### src/rtl/evn_alloc_pkg.sv
`timescale 1ns/1ps
package evn_alloc_pkg;

    localparam int unsigned NUM_WAYS = 2;

    typedef logic [NUM_WAYS-1:0] way_vec_t;

    typedef enum logic [1:0] {
        ST_IDLE      = 2'd0,
        ST_ALLOC     = 2'd1,
        ST_WAIT_FILL = 2'd2
    } alloc_state_e;

endpackage

### src/rtl/evn_set_state.sv
`timescale 1ns/1ps
module evn_set_state
    import evn_alloc_pkg::*;
#(
    parameter int unsigned INDEX_W = 4
) (
    input  logic               clk,
    input  logic               rst_n,
    input  logic [INDEX_W-1:0] rd_index_i,
    output logic               rd_ptr_o,
    output way_vec_t           rd_valid_o,
    input  logic               wr_en_i,
    input  logic [INDEX_W-1:0] wr_index_i,
    input  logic               wr_way_i,
    input  logic               wr_hint_i
);

    localparam int unsigned SETS = 1 << INDEX_W;

    logic [SETS-1:0]               ptr_flat;
    logic [SETS-1:0][NUM_WAYS-1:0] vld_flat;

    for (genvar s = 0; s < SETS; s++) begin : g_set
        logic     ptr_q;
        way_vec_t vld_q;
        logic     sel;

        assign sel = wr_en_i && (wr_index_i == INDEX_W'(s));

        always_ff @(posedge clk) begin
            if (!rst_n) begin
                ptr_q <= 1'b0;
                vld_q <= '0;
            end else if (sel) begin
                vld_q[wr_way_i] <= 1'b1;
                ptr_q           <= wr_hint_i ? wr_way_i : ~wr_way_i;
            end
        end

        assign ptr_flat[s] = ptr_q;
        assign vld_flat[s] = vld_q;
    end

    assign rd_ptr_o   = ptr_flat[rd_index_i];
    assign rd_valid_o = vld_flat[rd_index_i];

    // pointers move only on a fill commit
    a_r8_ptr_stable_without_fill: assert property (@(posedge clk) disable iff (!rst_n)
        !wr_en_i |=> $stable(ptr_flat));

    // a committed fill leaves its way valid
    a_r10_fill_sets_valid: assert property (@(posedge clk) disable iff (!rst_n)
        wr_en_i |=> vld_flat[$past(wr_index_i)][$past(wr_way_i)]);

    // valid bits change only on a fill commit
    a_r9_valid_stable_without_fill: assert property (@(posedge clk) disable iff (!rst_n)
        !wr_en_i |=> $stable(vld_flat));

endmodule

### src/rtl/evn_victim_pick.sv
`timescale 1ns/1ps
module evn_victim_pick
    import evn_alloc_pkg::*;
(
    input  way_vec_t valid_i,
    input  logic     ptr_i,
    output logic     victim_o
);

    always_comb begin
        if (!valid_i[0]) begin
            victim_o = 1'b0;
        end else if (!valid_i[1]) begin
            victim_o = 1'b1;
        end else begin
            victim_o = ptr_i;
        end
    end

endmodule

### src/rtl/evn_alloc_ctrl.sv
`timescale 1ns/1ps
module evn_alloc_ctrl
    import evn_alloc_pkg::*;
(
    input  logic clk,
    input  logic rst_n,
    input  logic lkp_valid_i,
    input  logic hit_any_i,
    input  logic fill_done_i,
    output logic open_o,
    output logic capture_o,
    output logic commit_o,
    output logic alloc_o
);

    alloc_state_e state_q, state_d;

    always_ff @(posedge clk) begin
        if (!rst_n) begin
            state_q <= ST_IDLE;
        end else begin
            state_q <= state_d;
        end
    end

    always_comb begin
        state_d   = state_q;
        open_o    = 1'b0;
        capture_o = 1'b0;
        commit_o  = 1'b0;
        alloc_o   = 1'b0;
        unique case (state_q)
            ST_IDLE: begin
                open_o = 1'b1;
                if (lkp_valid_i && !hit_any_i) begin
                    capture_o = 1'b1;
                    state_d   = ST_ALLOC;
                end
            end
            ST_ALLOC: begin
                alloc_o = 1'b1;
                if (fill_done_i) begin
                    commit_o = 1'b1;
                    state_d  = ST_IDLE;
                end else begin
                    state_d  = ST_WAIT_FILL;
                end
            end
            ST_WAIT_FILL: begin
                if (fill_done_i) begin
                    commit_o = 1'b1;
                    state_d  = ST_IDLE;
                end
            end
            default: begin
                state_d = ST_IDLE;
            end
        endcase
    end

    // the allocate strobe lasts one cycle
    a_r3_alloc_single_pulse: assert property (@(posedge clk) disable iff (!rst_n)
        alloc_o |=> !alloc_o);

    // no new allocation while waiting for a fill
    a_r9_no_alloc_while_waiting: assert property (@(posedge clk) disable iff (!rst_n)
        (state_q == ST_WAIT_FILL) |=> !alloc_o);

endmodule

### src/rtl/evn_way_alloc.sv
`timescale 1ns/1ps
module evn_way_alloc
    import evn_alloc_pkg::*;
#(
    parameter int unsigned INDEX_W = 4
) (
    input  logic               clk,
    input  logic               rst_n,
    input  logic               lkp_valid_i,
    input  logic [INDEX_W-1:0] lkp_index_i,
    input  logic [1:0]         way_hit_i,
    input  logic               evict_hint_i,
    input  logic               fill_done_i,
    output logic               hit_o,
    output logic               victim_way_o,
    output logic               alloc_o
);

    logic               rd_ptr;
    way_vec_t           rd_valid;
    logic               hit_any;
    logic               pick;
    logic               open_w, capture_w, commit_w;
    logic [INDEX_W-1:0] pend_index_q;
    logic               pend_hint_q;
    logic               victim_q;
    logic               hit_q;

    assign hit_any = |(way_hit_i & rd_valid);

    evn_set_state #(.INDEX_W(INDEX_W)) u_sets (
        .clk        (clk),
        .rst_n      (rst_n),
        .rd_index_i (lkp_index_i),
        .rd_ptr_o   (rd_ptr),
        .rd_valid_o (rd_valid),
        .wr_en_i    (commit_w),
        .wr_index_i (pend_index_q),
        .wr_way_i   (victim_q),
        .wr_hint_i  (pend_hint_q)
    );

    evn_victim_pick u_pick (
        .valid_i  (rd_valid),
        .ptr_i    (rd_ptr),
        .victim_o (pick)
    );

    evn_alloc_ctrl u_ctrl (
        .clk         (clk),
        .rst_n       (rst_n),
        .lkp_valid_i (lkp_valid_i),
        .hit_any_i   (hit_any),
        .fill_done_i (fill_done_i),
        .open_o      (open_w),
        .capture_o   (capture_w),
        .commit_o    (commit_w),
        .alloc_o     (alloc_o)
    );

    always_ff @(posedge clk) begin
        if (!rst_n) begin
            hit_q        <= 1'b0;
            victim_q     <= 1'b0;
            pend_index_q <= '0;
            pend_hint_q  <= 1'b0;
        end else begin
            hit_q <= open_w && lkp_valid_i && hit_any;
            if (capture_w) begin
                victim_q     <= pick;
                pend_index_q <= lkp_index_i;
                pend_hint_q  <= evict_hint_i;
            end
        end
    end

    assign hit_o        = hit_q;
    assign victim_way_o = victim_q;

    // a hit answer always follows a lookup
    a_r2_hit_follows_lookup: assert property (@(posedge clk) disable iff (!rst_n)
        hit_o |-> $past(lkp_valid_i));

    // hit and allocate never coincide
    a_r3_hit_alloc_exclusive: assert property (@(posedge clk) disable iff (!rst_n)
        !(hit_o && alloc_o));

    // the victim holds while its fill is pending
    a_r3_victim_held: assert property (@(posedge clk) disable iff (!rst_n)
        alloc_o |=> $stable(victim_way_o));

endmodule

### config.mk
export PLATFORM = sky130hd
export DESIGN_NAME = evn_way_alloc
export DESIGN_NICKNAME = d
export VERILOG_FILES = /design/src/rtl/evn_alloc_pkg.sv /design/src/rtl/evn_set_state.sv /design/src/rtl/evn_victim_pick.sv /design/src/rtl/evn_alloc_ctrl.sv /design/src/rtl/evn_way_alloc.sv
export SDC_FILE = /design/constraint.sdc
export NUM_CORES = 1
export LEC_CHECK = 0
export BUFFER_PORTS_ARGS = -buffer_cell sky130_fd_sc_hd__buf_2
export CORE_ASPECT_RATIO = 0.75
export CORE_MARGIN = 2
export CORE_UTILIZATION = 44
export DETAILED_ROUTE_END_ITERATION = 16
export GPL_TIMING_DRIVEN = 0
export PLACE_DENSITY = 0.62
export SETUP_SLACK_MARGIN = 0.15
export SYNTH_ARGS = -nofsm -noshare
export SYNTH_HDL_FRONTEND = slang
export SYNTH_SLANG_ARGS = --single-unit
### constraint.sdc
create_clock -name clk -period 2.4 [get_ports clk]
set_clock_uncertainty 0.15 [all_clocks]
set_input_delay 0.12 -clock clk [delete_from_list [all_inputs] [get_ports clk]]
set_output_delay 0.12 -clock clk [all_outputs]
set_load 0.01 [all_outputs]
; ---- Word level (Yosys, flattened, before mapping)
; Index checks and enable logic that the tools add are counted.
[op_classes]
bitwise = 18
eq_ne = 19
n_lt_le_gt_ge = 3
mux = 19
reduce_logical = 26
[ops]
columns = op, count
row1 = $eq 4x4->1 const B, 8
row2 = $or 2x2->2, 16
row3 = $logic_and 1x1->1, 20
row4 = $eq 4x3->1 const B, 4
row5 = $mux 1, 11
row6 = $bmux 2 s4, 1
row7 = $eq 4x2->1 const B, 2
row8 = $mux 2, 4
row9 = $pmux 2 s3, 1
row10 = $lt 4x5->1 const B, 1
row11 = $bmux 1 s4, 1
row12 = $eq 4x1->1 const B, 1
row13 = $logic_not 4->1, 1
row14 = $reduce_or 2->1, 2
row15 = $and 2x2->2, 1
row16 = $eq 2x1->1 const B, 1
row17 = $eq 2x2->1 const B, 1
row18 = $logic_not 2->1, 1
row19 = $lt 1x2->1 const B, 1
row20 = $ne 2x1->1 const B, 1
row21 = $ne 2x2->1 const B, 1
row22 = $reduce_and 2->1, 1
row23 = $demux 1 s1, 1
row24 = $ge 1x1->1 const B, 1
row25 = 2 further kinds, 2
[totals]
ff_bits = 57
in_bits = 11

; ---- Depth between registers and ports, before layout
; Gate-level depths: netlist of run 1.
[depth]
word_depth = 8
depth_mapped = 8
ltp_nobuf = 8

; ---- Modules after synthesis
; From an unflattened synthesis of run 1, not the netlist that was laid out.
[unflattened]
cells_unflattened = 268
area_unflattened_um2 = 2706.3
[by_module_without_submodules]
columns = mod, area_each_um2, n_inst, seq_area_each_um2, cells_per_inst
row1 = evn_set_state, 2243.4, 1, 960.9, 224
row2 = evn_way_alloc, 262.8, 1, 140.1, 22
row3 = evn_alloc_ctrl, 188.9, 1, 40.0, 20
row4 = evn_victim_pick, 11.3, 1, 0.0, 2

; ---- Worst setup path before layout of run 1
; Ideal clock, no wire load.
[synth_timing]
kind = input -> register
startpoint = input port lkp_index_i[0]
endpoint = register victim_q, in the netlist victim_way_o
path_buffers = 2
cell_stages = 6
arrival_time_ns = 1.650
slack_ns = 0.453
required_ns = 2.103
cell_sequence = buf_6 buf_8 mux4_1 mux4_2 o2111ai_1 a31oi_1
[synth_via]
elab_chain_len = 8
word_cells_on_any_way = 12
cone_classes = mux: 8 / bitwise: 1 / reduce/logical: 3
[synth_rtl]
columns = element, line_no
row1 = from (decl), evn_way_alloc.sv:10  ; input logic [INDEX_W-1:0] lkp_index_i,
row2 = $bmux 2 s4, evn_set_state.sv:45  ; assign rd_valid_o = vld_flat[rd_index_i];
row3 = $mux 2 (not written as such), evn_set_state.sv:45
row4 = $and 2x2->2, evn_way_alloc.sv:29  ; assign hit_any = |(way_hit_i & rd_valid);
row5 = $reduce_or 2->1, evn_way_alloc.sv:29
row6 = $logic_not 1->1, evn_alloc_ctrl.sv:35  ; if (lkp_valid_i && !hit_any_i) begin
row7 = $logic_and 1x1->1, evn_alloc_ctrl.sv:35
row8 = $mux 1, evn_alloc_ctrl.sv:35
row9 = $mux 1, evn_alloc_ctrl.sv:32  ; unique case (state_q)
row10 = to (signal assigned), evn_way_alloc.sv:70  ; victim_q <= pick;
row11 = to (decl), evn_way_alloc.sv:26  ; logic victim_q;
; Parallel ways exist; a longest one is shown, timed or not. The select of a mux whose other input is x is not followed.
; A chain may end at the register's enable or synchronous reset.

; ---- Final worst setup path of run 1
[layout_timing]
startpoint = register u_sets.g_set[9].vld_q[1]
endpoint = register pend_index_q[3]
[layout_via]
elab_chain_len = 8
[layout_rtl]
columns = element, line_no
row1 = from (decl), evn_set_state.sv:25  ; way_vec_t vld_q;
row2 = from (signal assigned), evn_set_state.sv:33  ; vld_q <= '0;
row3 = "from (signal, indexed assignment)", evn_set_state.sv:35  ; vld_q[wr_way_i] <= 1'b1;
row4 = $bmux 2 s4, evn_set_state.sv:45
row5 = $mux 2 (not written as such), evn_set_state.sv:45
row6 = $and 2x2->2, evn_way_alloc.sv:29
row7 = $reduce_or 2->1, evn_way_alloc.sv:29
row8 = $logic_not 1->1, evn_alloc_ctrl.sv:35
row9 = $logic_and 1x1->1, evn_alloc_ctrl.sv:35
row10 = $mux 1, evn_alloc_ctrl.sv:35
row11 = $mux 1, evn_alloc_ctrl.sv:32
row12 = to (signal assigned), evn_way_alloc.sv:71  ; pend_index_q <= lkp_index_i;
row13 = to (decl), evn_way_alloc.sv:24  ; logic [INDEX_W-1:0] pend_index_q;
; Every way passes these cells. The select of a mux whose other input is x is not followed.

==> impl_metrics.ini, run 1 <==
[final_layout]
antenna_cells = 0
layout-drive-gt1-share_pct = 13.71
fillers = 562
synthToLayoutAreaGrowth_pct = 17.70
nets = 330
fin_util_pct = 52.97

[clocking]
cts_buffers = 9
htreeDepth = 3
clockRootBuffer = clkbuf_8
cts.sinks = 57
cts_tree = yes
clk_path_buf_depth = 2
clk_latency_ns = 0.34
clk_pin_slew_ns = 0.07

[setup_path]
r2r_slack_ns = 0.34
cp_slowest_cell = mux4_1
worstSetupEndpointType = flop
arrival_ns = 2.12
cp_cell_sequence = mux2i_1 > mux4_1 > o22ai_2 > nor4_4 > buf_4 > mux2i_1 > nor2_1
cpPeakStageDelay_ns = 0.60
start_kind = flop
path_class = flop to flop
path_common_cell = mux2i_1
path_max_fanout = 7
required_ns = 2.46

[sta]
relSlewSlack_pct = 57.47
tightest_slew_ns = 0.6380
clock.fmax_ghz = 0.4854
slew_violations = 0
finalSetupTns_ns = 0
hold_viol_final = 0
holdWs_ns = 0.1320
min_period_ns = 2.060
fin_crit_sh_pct = 85.84
finalSetupViolations = 0
fin_ws_ns = 0.3399
rsz0062_at_grt = false

[synthesis]
async_reset_ff_share_pct = 0
ys.flop_type = dfxtp_1
synth_edf_count = 0
ys_seq_area_share_pct = 43.97
yosys_warnings = 0
synth-seq-cells = 57
syn_inst = 288
avgSynthCellArea_um2 = 9.010
synth_cell_types = 36
syn_nets = 302
syn_area_um2 = 2595

[global_routing]
grt_busiest_layer = met1
met2_usage_pct = 31.79
grt_pass1_vias = 1990
use_met1_pct = 33.90
gr-total-overflow = 0
grt_util_met3_pct = 8.091
grtUsageTotal_pct = 22.74
grt_first_pass_wirelength_um = 10940
grt_max_degree = 12
antenna_found_initial = 0

[job]
drv_cap = 0

[drt]
dr.pass1.iters = 4
drcViolationCount = 0
viasPerCell = 5.491
ant_nets = 0
drtIter0Drc = 217
wl_per_cell_um = 16.87
wirelength_um = 6731
routed-via-count = 2191

[floorplanning]
dieWidth_um = 92.68
die_area_um2 = 6534
die_h_um = 70.51
initial_core_util_pct = 45.01
core_um2 = 5766
rows = 24
io_pins = 14

[placed_design]
place_hpwl_um = 4788
pre_cts_slack_ns = 0.1805
io_buffer_count = 11
place_congestion = 0.8773

[power_and_ir_drop]
ir_drop_uv = 500.2
p_per_area_nw_per_um2 = 735.2
p_total_mw = 2.245
power_leakage_nw = 1.164

[worst_hold_path]
worstHoldPathType = input port to flop

[run_status]
status = complete, no violations
registers in the layout, indices dropped and copies added (netlist names):
| register | flops |
|---|---|
| victim_way_o | 1 |
| u_ctrl.state_q | 2 |
| pend_index_q | 4 |
| u_sets.g_set.vld_q | 32 |
| pend_hint_q | 1 |
| hit_o | 1 |
| u_sets.g_set.ptr_q | 16 |
path summary, 6_finish.rpt:
path	endpoint	depth (start not counted)	from
worst max-delay path	pend_index_q[3]	7	u_sets.g_set[9].vld_q[1]
worst min-delay path	pend_index_q[0]	4	lkp_index_i[0]
worst max register to register	pend_index_q[3]	7	u_sets.g_set[9].vld_q[1]
worst min register to register	u_sets.g_set[6].vld_q[1]	2	u_sets.g_set[6].vld_q[1]
worst max-delay path: cells and delay by family (launching register included):
| kind | cells | cell delay, ns |
|---|---|---|
| AO/OA/AOI/OAI | 1 | 0.31 |
| buffers and inverters | 1 | 0.17 |
| flip-flops | 1 | 0.33 |
| multiplexers | 3 | 0.85 |
| AND/OR/NAND/NOR | 2 | 0.12 |
metal layers:
| layer | up-vias | routed length, um |
|---|---|---|
| met5 | - | 0 |
| met3 | 4 | 521 |
| met4 | 0 | 35 |
| met2 | 68 | 2773 |
| met1 | 1048 | 3401 |
| li1 | 1071 | - |
final cells by class:
class | count | area (um2) | area share [%]
multi-input cells | 207 | 1345 | 44.04
flip-flops and latches | 57 | 1141 | 37.36
clock buffers | 10 | 137.6 | 4.506
repair buffers | 17 | 112.6 | 3.687
plain buffers | 18 | 106.4 | 3.482
well taps | 78 | 97.59 | 3.195
clock inverters | 6 | 91.34 | 2.991
inverters | 6 | 22.52 | 0.7374
per-stage QoR:
stage                     cell area, um2  cells
after detailed placement            2748    377
final                               3054    399
after floorplan                     2595    288
after global placement              2748    377
after global routing                3054    399
after CTS                           3027    398
kinds of logic (layout without fill, tap and decap cells):
family                   after synthesis  after routing  share of synthesized area, %
AO/OA/AOI/OAI                         65             65                         14.13
XOR/XNOR                               1              1                        0.3376
adder cells (fa/ha/maj)                3              3                         1.447
buffers and inverters                 24             57                         4.918
flip-flops                            57             57                         43.97
multiplexers                          32             32                         16.44
AND/OR/NAND/NOR                      106            106                         18.76
layout by cell type, fill, tap and decap left out, drive strengths merged, types with 4 or more instances in the layout:
cell / instances
dfxtp: 57
nor2: 54
a21oi: 36
mux2i: 25
nand2: 24
clkbuf: 24
buf: 16
o21ai: 11
a31oi: 10
nand3: 7
mux4: 7
inv: 6
dlygate4sd3: 5
nor3: 4
clkinv: 4
timing repair:
action                                 4_1_cts  5_1_grt
gates resized for setup                      0        5
setup endpoints to repair                    0       26
endpoints found under the hold margin        7        0
setup buffers                                0        1
hold buffers                                 5        0
cell usage after synthesis, types with 4 or more instances:
| master | number | area, um2 |
|---|---|---|
| dfxtp_1 | 57 | 1141 |
| nor3_1 | 4 | 20.02 |
| mux4_1 | 5 | 131.4 |
| inv_1 | 5 | 18.77 |
| nand3_1 | 7 | 35.03 |
| clkbuf_1 | 13 | 48.80 |
| a21oi_1 | 36 | 180.2 |
| mux2i_1 | 25 | 250.2 |
| nand2_1 | 24 | 90.09 |
| nor2_1 | 54 | 202.7 |
| o21ai_0 | 10 | 50.05 |
| a31oi_1 | 10 | 62.56 |
report_power, final:
part           switching, mW  total [mW]  leakage [nW]  internal, mW
sequential            0.0106       0.974         0.460         0.963
clock                  0.409        1.02         0.116         0.616
combinational          0.160       0.247         0.587        0.0872
total                  0.580        2.25          1.16          1.67
Note: power is estimated with default switching activity, not from simulation.
==> run 2, diff against run 1 <==
--- a/config.mk
+++ b/config.mk
@@ -10,8 +10,9 @@
 export CORE_MARGIN = 2
 export CORE_UTILIZATION = 44
 export DETAILED_ROUTE_END_ITERATION = 16
-export GPL_TIMING_DRIVEN = 0
+export GPL_TIMING_DRIVEN = 1
 export PLACE_DENSITY = 0.62
+export RECOVER_POWER = 50
 export SETUP_SLACK_MARGIN = 0.15
 export SYNTH_ARGS = -nofsm -noshare
 export SYNTH_HDL_FRONTEND = slang
==> run 2 against run 1 <==
Compared with the run above:
- via count decreased by 2.9%
- die area unchanged
- register-to-register slack got worse by 0.06 ns
- first-iteration DRC count decreased by 40%
- critical path depth unchanged
- cell area decreased by 1.1%
- flip-flop and latch count unchanged
- highest routed layer unchanged
- critical path type unchanged
- largest power group unchanged
==> impl_metrics.ini, run 2 (synthesis results as in run 1) <==
[floorplanning]
rows = 24
dieWidth_um = 92.68
die_h_um = 70.51
core_um2 = 5766
die_area_um2 = 6534
initial_core_util_pct = 45.01
io_pins = 14

[global_routing]
grtUsageTotal_pct = 20.71
antenna_found_initial = 0
gr-total-overflow = 0
grt_max_degree = 38
grt_pass1_vias = 2019
grt_first_pass_wirelength_um = 10320

[sta]
relSlewSlack_pct = 54.96
finalSetupTns_ns = 0
fin_ws_ns = 0.2786
hold_viol_final = 0
min_period_ns = 2.121
slew_violations = 0
rsz0062_at_grt = false
finalSetupViolations = 0
fin_crit_sh_pct = 88.39
tightest_slew_ns = 0.6749
clock.fmax_ghz = 0.4714
holdWs_ns = 0.1086

[setup_path]
arrival_ns = 2.23
startpoint = u_sets.g_set[9].vld_q[1]
start_kind = flop
r2r_start = u_sets.g_set[9].vld_q[1]
required_ns = 2.51
worstSetupEndpointType = flop
path_class = flop to flop
path_max_fanout = 3

[power_and_ir_drop]
pwr-share-comb_pct = 10.2
p_switching_mw = 0.5379
swShare_pct = 23.60
ir_drop_uv = 372.7
p_per_area_nw_per_um2 = 754.9
seqPwrFrac_pct = 43.1
power_leakage_nw = 1.152
p_int_mw = 1.741
p_clk_share_pct = 46.6
p_total_mw = 2.279

[worst_hold_path]
worstHoldPathType = input port to flop
hp-start = lkp_index_i[0]

[clocking]
clk_path_buf_depth = 2
htreeDepth = 3
clk_pin_slew_ns = 0.06
cts.sinks = 57
post_cts_buffers = 0
cts_resized = 0
cts_tree = yes
cts_buffers = 9
clk_latency_ns = 0.33
clockRootBuffer = clkbuf_8
hold_buffers = 5

[final_layout]
fillers = 563
nets = 325
layout_commonest_cell = dfxtp_1
layout-drive-gt1-share_pct = 12.34
reg_top3 = u_sets.g_set.vld_q: 32 flops, u_sets.g_set.ptr_q: 16 flops, pend_index_q: 4 flops
largest-register = u_sets.g_set.vld_q
synthToLayoutAreaGrowth_pct = 16.35
layout_common_cells = dfxtp_1 (57), nor2_1 (54), a21oi_1 (36)
largest_reg_flops = 32
fin_util_pct = 52.37
fin_area_um2 = 3019
antenna_cells = 0
fin_cells = 394

[run_status]
status = complete, no violations

[placed_design]
place_congestion = 0.8251
place_inst = 373
place_hpwl_um = 4249
place_area_um2 = 2755
pre_cts_slack_ns = 0.09426
io_buffer_count = 13

[drt]
drtIter0Drc = 131
wl_per_cell_um = 15.83
viasPerCell = 5.401
ant_nets = 0
drcViolationCount = 0
dr.pass1.iters = 4
routed-via-count = 2128
wirelength_um = 6236

[job]
drv_cap = 0
==> run 2: final timing paths <==
path	slack, ns	endpoint	cells past startpoint
hold / removal	0.11	pend_index_q[0]	4
setup reg to reg	0.28	u_ctrl.state_q[1]	7
hold reg to reg	0.31	u_sets.g_set[1].ptr_q	2
setup / recovery	0.28	u_ctrl.state_q[1]	7
==> run 2: worst max-delay path, stage by stage, from the launching register on <==
cell and delay [ns]:
dfxtp_1 0.33, mux2i_1 0.07, mux4_1 0.54, o22ai_1 0.37, nor4b_1 0.10, buf_4 0.15, o21ai_1 0.14, mux2i_1 0.19
==> run 2: layer usage <==
layer	track usage [%]	vias to the layer above	share of wire (%)
met2	28.39	52	41
met5	0	-	0
met4	7.843	0	1.6
li1	-	1059	-
met1	30.64	1008	52
met3	6.149	9	5.3
==> run 2: cell type report <==
type                       instances  area (um2)  area share [%]
multi-input combinational        207        1320           43.72
clock inverter                     5       103.9           3.440
inverter                           6       22.52          0.7460
sequential                        57        1141           37.80
tap                               78       97.59           3.232
timing repair buffer              30       202.7           6.714
clock buffer                      11       131.4           4.351
==> run 2: power groups by stage <==
stage,Clock [mW],Combinational [mW],Sequential [mW]
2_1_floorplan,0,0.163,0.993
3_3_place_gp,0,0.226,1.00
3_5_place_dp,0,0.226,1.00
4_1_cts,1.08,0.233,0.982
5_1_grt,1.12,0.255,0.986
6_report,1.06,0.233,0.983
